## config.mk

```make
export PLATFORM = sky130hd
export DESIGN_NAME = pwm_match_timer
export DESIGN_NICKNAME = d
export VERILOG_FILES = /design/src/rtl/pmc_pkg.sv /design/src/rtl/pmc_counter.sv /design/src/rtl/pmc_match_reg.sv /design/src/rtl/pmc_compare.sv /design/src/rtl/pwm_match_timer.sv
export SDC_FILE = /design/constraint.sdc
export NUM_CORES = 1
export LEC_CHECK = 0
export ABC_CLOCK_PERIOD_IN_PS = 2800
export CAP_MARGIN = 20
export CORE_ASPECT_RATIO = 0.75
export CORE_MARGIN = 4
export CORE_UTILIZATION = 36
export CTS_CLUSTER_DIAMETER = 30
export DETAILED_ROUTE_END_ITERATION = 8
export SETUP_SLACK_MARGIN = 0.02
export SLEW_MARGIN = 20
export SYNTH_ARGS = -nofsm -noshare
export SYNTH_HDL_FRONTEND = slang
export SYNTH_SLANG_ARGS = --single-unit
```

## constraint.sdc

```tcl
create_clock -name clk -period 2.8 [get_ports clk]
set_clock_uncertainty 0.1 [all_clocks]
set_input_delay 0.28 -clock clk [delete_from_list [all_inputs] [get_ports clk]]
set_output_delay 0.28 -clock clk [all_outputs]
set_load 0.01 [all_outputs]
```

## src/rtl/pmc_pkg.sv

```systemverilog
package pmc_pkg;

  typedef struct packed {
    logic eq_low;   // equal-compare policy: 1 = low, 0 = high
    logic defer;    // compare update only at reload
  } pmc_ctrl_t;

  // Output level for one count value against the active compare and period.
  function automatic logic pmc_level(input logic [63:0] cnt,
                                     input logic [63:0] cmp,
                                     input logic [63:0] per,
                                     input logic        eq_low);
    if (cmp == per) return !eq_low;
    return (cnt > cmp);
  endfunction

endpackage

```

## src/rtl/pmc_counter.sv

```systemverilog
module pmc_counter #(
  parameter int CNT_W = 16
) (
  input  logic             clk,
  input  logic             rst,
  input  logic             en,
  input  logic [CNT_W-1:0] load_val,
  output logic [CNT_W-1:0] cnt,
  output logic [CNT_W-1:0] period,
  output logic             reload,
  output logic             tick
);
  localparam logic [CNT_W-1:0] ZERO = '0;
  localparam logic [CNT_W-1:0] ONE  = CNT_W'(1);

  logic [CNT_W-1:0] cnt_q, per_q;
  logic             tick_q;

  assign reload = en && (cnt_q == ZERO);

  always_ff @(posedge clk) begin
    if (rst) begin
      cnt_q  <= ZERO;
      per_q  <= ZERO;
      tick_q <= 1'b0;
    end else begin
      tick_q <= reload;
      if (reload) begin
        cnt_q <= load_val;
        per_q <= load_val;
      end else if (en) begin
        cnt_q <= cnt_q - ONE;
      end
    end
  end

  assign cnt    = cnt_q;
  assign period = per_q;
  assign tick   = tick_q;
endmodule

```

## src/rtl/pmc_match_reg.sv

```systemverilog
module pmc_match_reg #(
  parameter int CNT_W = 16
) (
  input  logic             clk,
  input  logic             rst,
  input  logic             defer,
  input  logic             reload,
  input  logic [CNT_W-1:0] match_val,
  output logic [CNT_W-1:0] match_act
);
  logic [CNT_W-1:0] act_q;
  logic             take;

  assign take = !defer || reload;

  always_ff @(posedge clk) begin
    if (rst)       act_q <= '0;
    else if (take) act_q <= match_val;
  end

  assign match_act = act_q;
endmodule

```

## src/rtl/pmc_compare.sv

```systemverilog
module pmc_compare #(
  parameter int CNT_W = 16
) (
  input  logic             clk,
  input  logic             rst,
  input  logic             en,
  input  logic             eq_low,
  input  logic [CNT_W-1:0] cnt,
  input  logic [CNT_W-1:0] match_act,
  input  logic [CNT_W-1:0] period,
  output logic             pwm
);
  import pmc_pkg::*;

  logic pwm_q, lvl;

  always_comb lvl = pmc_level(64'(cnt), 64'(match_act), 64'(period), eq_low);

  always_ff @(posedge clk) begin
    if (rst)     pwm_q <= 1'b0;
    else if (en) pwm_q <= lvl;
  end

  assign pwm = pwm_q;
endmodule

```

## src/rtl/pwm_match_timer.sv

```systemverilog
module pwm_match_timer #(
  parameter int CNT_W = 16
) (
  input  logic             clk,
  input  logic             rst,
  input  logic             en,
  input  logic [CNT_W-1:0] load_val,
  input  logic [CNT_W-1:0] match_val,
  input  logic             eq_hold_low,
  input  logic             defer_upd,
  output logic             pwm_out,
  output logic             timeout_out
);
  import pmc_pkg::*;

  pmc_ctrl_t        ctrl;
  logic [CNT_W-1:0] cnt_q, period_q, match_q;
  logic             reload;

  assign ctrl.eq_low = eq_hold_low;
  assign ctrl.defer  = defer_upd;

  pmc_counter #(.CNT_W(CNT_W)) u_cnt (
    .clk(clk), .rst(rst), .en(en), .load_val(load_val),
    .cnt(cnt_q), .period(period_q), .reload(reload), .tick(timeout_out)
  );

  pmc_match_reg #(.CNT_W(CNT_W)) u_mreg (
    .clk(clk), .rst(rst), .defer(ctrl.defer), .reload(reload),
    .match_val(match_val), .match_act(match_q)
  );

  pmc_compare #(.CNT_W(CNT_W)) u_cmp (
    .clk(clk), .rst(rst), .en(en), .eq_low(ctrl.eq_low),
    .cnt(cnt_q), .match_act(match_q), .period(period_q), .pwm(pwm_out)
  );
endmodule

```

# After elaboration in Yosys (flattened, before gate mapping)
# Cells that the tools add are included.
# W data, S select, Z words.
# word_totals
ff_bits	50
elab_cells	19
# op_classes
n_addsub	1
n_lt_le_gt_ge	1
n_eq_ne	1
n_mux	5
n_reduce_logical	6
# ops
operator	count
$mux W16	2
$eq A16 B16 Y1	1
$gt A16 B16 Y1	1
$logic_not A16 Y1	1
$sub A16 B1 Y16 const B	1
$mux W1	3
$logic_not A1 Y1	2
$reduce_bool A2 Y1	1
$logic_and A1 B1 Y1	1
$logic_or A1 B1 Y1	1

# Logic depth before layout (Yosys ltp)
# logic_depth
ltp_word	3
mapped_depth	9

# Hierarchy
# A second synthesis with hierarchy kept.
# unflattened
cells_unflattened	358
area_unflattened_um2	3025.4
# modules_own_cells
mod	n_inst	cells_each	area_each_um2	seq_area_each_um2
pmc_counter	1	202	1634.1	660.6
pmc_match_reg	1	71	768.2	320.3
pmc_compare	1	85	623.1	20.0

# Worst setup path before layout
# OpenSTA, ideal clock, no wires.
# synth_path
path_type	register to register
startpoint	register u_cnt.cnt_q[0], in the netlist u_cnt.cnt[0]
endpoint	register u_mreg.act_q[10], in the netlist u_mreg.match_act[10]
t_arrival_ps	1830
required_ps	2572
setup_slack_ps	742
path_stages_with_launch	9
synth_period_minus_slack_ps	2058
path_cell_list	dfxtp_1 > inv_1 > ha_1 > nor3b_1 > nand4b_4 > o21ai_4 > buf_6 > mux2i_1 > nor2_1
# synth_via
elab_chain_len	3
# synth_rtl
item	line	rtl
from (decl)	pmc_counter.sv:16	logic [CNT_W-1:0] cnt_q, per_q;
from (signal assigned)	pmc_counter.sv:29	cnt_q <= load_val;
from (signal assigned)	pmc_counter.sv:32	cnt_q <= cnt_q - ONE;
$logic_not A16 Y1	pmc_counter.sv:19	assign reload = en && (cnt_q == ZERO);
$logic_and A1 B1 Y1	pmc_counter.sv:19	
$logic_or A1 B1 Y1	pmc_match_reg.sv:14	assign take = !defer || reload;
to (signal assigned)	pmc_match_reg.sv:18	else if (take) act_q <= match_val;
to (decl)	pmc_match_reg.sv:11	logic [CNT_W-1:0] act_q;
# Every way passes these cells.
# A chain may end at the register's enable or synchronous reset.

# Worst setup path after layout
# layout_path
startpoint	register u_cnt.cnt_q[0], in the netlist u_cnt.cnt[0]
endpoint	register u_cnt.cnt_q[14], in the netlist u_cnt.cnt[14]
# layout_via
elab_chain_len	3
# layout_rtl
item	line
$sub A16 B1 Y16 or $logic_not A16 Y1 (tied branches)	pmc_counter.sv:32, pmc_counter.sv:19
$mux W16 or $logic_and A1 B1 Y1 (tied branches)	pmc_counter.sv:31, pmc_counter.sv:19
$mux W16 or $reduce_bool A2 Y1 (tied branches)	--
# Several ways; a longest one is shown, not always the timed one. The select of a mux whose other input is x is not followed.

==> results.json <==
{
  "drt-pass1-iter-count": 4,
  "vias_per_cell": 5.21,
  "numCtsBuffers": 5,
  "grt-ovfl-total": 0,
  "worst-path-buf-inv": 1,
  "first_iter_violations": 164,
  "worst-setup-path-type": "reg2reg",
  "gr-usage-all-layers_pct": 16.6,
  "initial_core_util_pct": 38.0,
  "synth_seq_cells": 50,
  "worstPathArrival_ns": 2.44,
  "dieHeight_um": 85.0,
  "htree_levels": 2,
  "io_buffers": 38,
  "slew_headroom_pct": 57.8,
  "cap_violations": 0,
  "cp_max_fo": 9,
  "vias": 2485,
  "status": "completed",
  "synth_top_area_share_pct": 35.2,
  "drv_slew": 0,
  "coreArea_um2": 7500,
  "syn_area_per_cell_um2": 8.42,
  "setup_viol": 0,
  "worstMarginPinSlew_ns": 0.626,
  "max_freq_mhz": 432,
  "synth_area_leaders": "dfxtp_1, mux2i_1, ha_1",
  "wl_per_cell_um": 16.0,
  "clock_latency_ns": 0.30,
  "cts.sinks": 50,
  "rows": 27,
  "synth_ff_type": "dfxtp_1",
  "gp_congestion": 0.914,
  "yosysWarnings": 0,
  "yosysSeqAreaShare_pct": 35.2,
  "synth_top_cell_by_area": "dfxtp_1",
  "dieArea_um2": 9410,
  "ys_async_sr_fraction_pct": 0,
  "leakagePower_nw": 1.45,
  "num_antenna_cells": 0,
  "path_delay_family": "simple AND/OR/NAND/NOR gates",
  "synth_cells": 338,
  "crit_required_ns": 2.93,
  "synth_cell_types": 48,
  "totalWireLength_um": 7650,
  "crit_chain": "inv_1 -> ha_1 -> nor3b_1 -> nand4b_4 -> or2_1 -> a21o_1 -> a211oi_1",
  "rsz0062_at_grt": "false",
  "cp-end-kind": "flop",
  "drive_gt1_share_pct": 5.85,
  "grt_pass1_vias": 2433,
  "period_needed_ns": 2.32,
  "antenna_found_initial": 0,
  "setup_ws_ns": 0.485,
  "cts-hold-fix-buffers": 0,
  "clockBufferDepth": 2,
  "finalHoldViolCount": 0,
  "critical-path-max-stage-delay_ns": 0.43,
  "dp_hpwl_um": 5880,
  "hp-class": "reg2reg",
  "finalPower_mw": 3.11,
  "clk_pin_slew_ns": 0.09,
  "finalCritPeriodShare_pct": 82.7,
  "final_net_count": 430,
  "die_w_um": 111,
  "placed_cells": 469,
  "p_per_area_nw_per_um2": 908,
  "post_cts_resized": 0,
  "dpl_worst_slack_ns": 0.414,
  "post_cts.repair.setup_buffers": 0,
  "detail-route-antenna-nets": 0,
  "synth_edf_count": 0,
  "final.setup.tns_ns": 0,
  "cp_slowest_cell": "nor3b_1",
  "grt_pass1_wl_um": 12600,
  "root_buffer": "clkbuf_8",
  "cts_tree": "yes",
  "syn_nets": 393,
  "grt_max_degree": 49,
  "drc": 0,
  "instances_no_fill": 477,
  "synth_area_um2": 2850,
  "start_kind": "flop",
  "syn2layout_area_growth_pct": 20.4,
  "peakVddDrop_v": 0.000326,
  "hold_slack_ns": 0.367,
  "io_pins": 39
}
-- stage by stage --
stage | util, % | area (µm²)
after floorplan | - | 2850
after global placement | 44.3 | 3320
after detailed placement | 44.3 | 3320
after CTS | 45.7 | 3430
after global routing | 45.7 | 3430
final | 45.7 | 3430
-- path summary, 6_finish.rpt --
path	start	slack (ns)	end	cells after the start
setup / recovery	u_cnt.cnt[0]	0.48	u_cnt.cnt[14]	7
hold / removal	u_cnt.period[7]	0.37	u_cnt.period[7]	2
setup reg to reg	u_cnt.cnt[0]	0.48	u_cnt.cnt[14]	7
hold reg to reg	u_cnt.period[7]	0.37	u_cnt.period[7]	2
-- sequential cells by signal (all words and copies together), names as in the netlist --
signal and count:
u_cnt.period 16, u_mreg.match_act 16, u_cmp.pwm 1, u_cnt.cnt 16
u_cnt.tick 1
-- worst min-delay path, stage by stage (launching register included) --
cell and delay [ns]:
dfxtp_1 0.32, nand2_1 0.05, a21oi_1 0.05
-- cell usage in the layout (no fill, tap or decap), types with 9 or more instances in the layout --
master | Yosys | routed
nand4_1 | 9 | 9
inv_1 | 28 | 28
ha_1 | 18 | 18
dfxtp_1 | 50 | 50
o21ai_0 | 11 | 11
nand2_1 | 38 | 38
clkdlybuf4s50_1 | 0 | 38
xor2_1 | 16 | 16
mux2i_1 | 23 | 23
nor2_1 | 31 | 31
a21oi_1 | 31 | 31
-- synthesized netlist by cell type, types with 5 or more instances --
cell type and n:
nand2_1 38, clkbuf_1 7, mux2i_1 23, o32ai_1 7, nand3_1 8, nor3_1 6, o21ai_0 11, xor2_1 16
inv_1 28, dfxtp_1 50, nor4_1 5, ha_1 18, nor2_1 31, a21oi_1 31, nand4_1 9
-- logic make-up (layout without fill, tap and decap cells) --
| family | after synthesis | count (layout) | share of synthesized area (%) |
|---|---|---|---|
| AO/OA/AOI/OAI | 73 | 73 | 16.4 |
| XOR/XNOR | 16 | 16 | 4.92 |
| adder cells (fa/ha/maj) | 18 | 18 | 7.91 |
| buffers and inverters | 45 | 83 | 7.12 |
| flip-flops | 50 | 50 | 35.2 |
| multiplexers | 23 | 23 | 8.09 |
| AND/OR/NAND/NOR | 113 | 113 | 20.4 |
-- per-layer routing --
| layer | vias up | part of all wire [%] | GRT usage [%] |
|---|---|---|---|
| li1 | 1268 | - | - |
| met4 | 0 | 0.71 | 3.47 |
| met3 | 7 | 4.9 | 3.35 |
| met5 | - | 0 | 0 |
| met2 | 62 | 43 | 25.7 |
| met1 | 1148 | 51 | 23.9 |
-- area by class of cell --
| type | count | area (µm²) |
|---|---|---|
| timing repair buffer | 46 | 440 |
| tap | 101 | 126 |
| multi-input combinational | 243 | 1640 |
| clock inverter | 1 | 30.0 |
| clock buffer | 7 | 76.3 |
| inverter | 29 | 109 |
| fill | 790 | 4070 |
| sequential | 50 | 1000 |
-- power breakdown --
| part | switching [mW] | internal, mW | leakage (nW) |
|---|---|---|---|
| Combinational | 0.860 | 0.665 | 0.989 |
| Sequential | 0.204 | 0.874 | 0.409 |
| Clock | 0.241 | 0.268 | 0.0524 |
(Power assumes the default switching activity.)
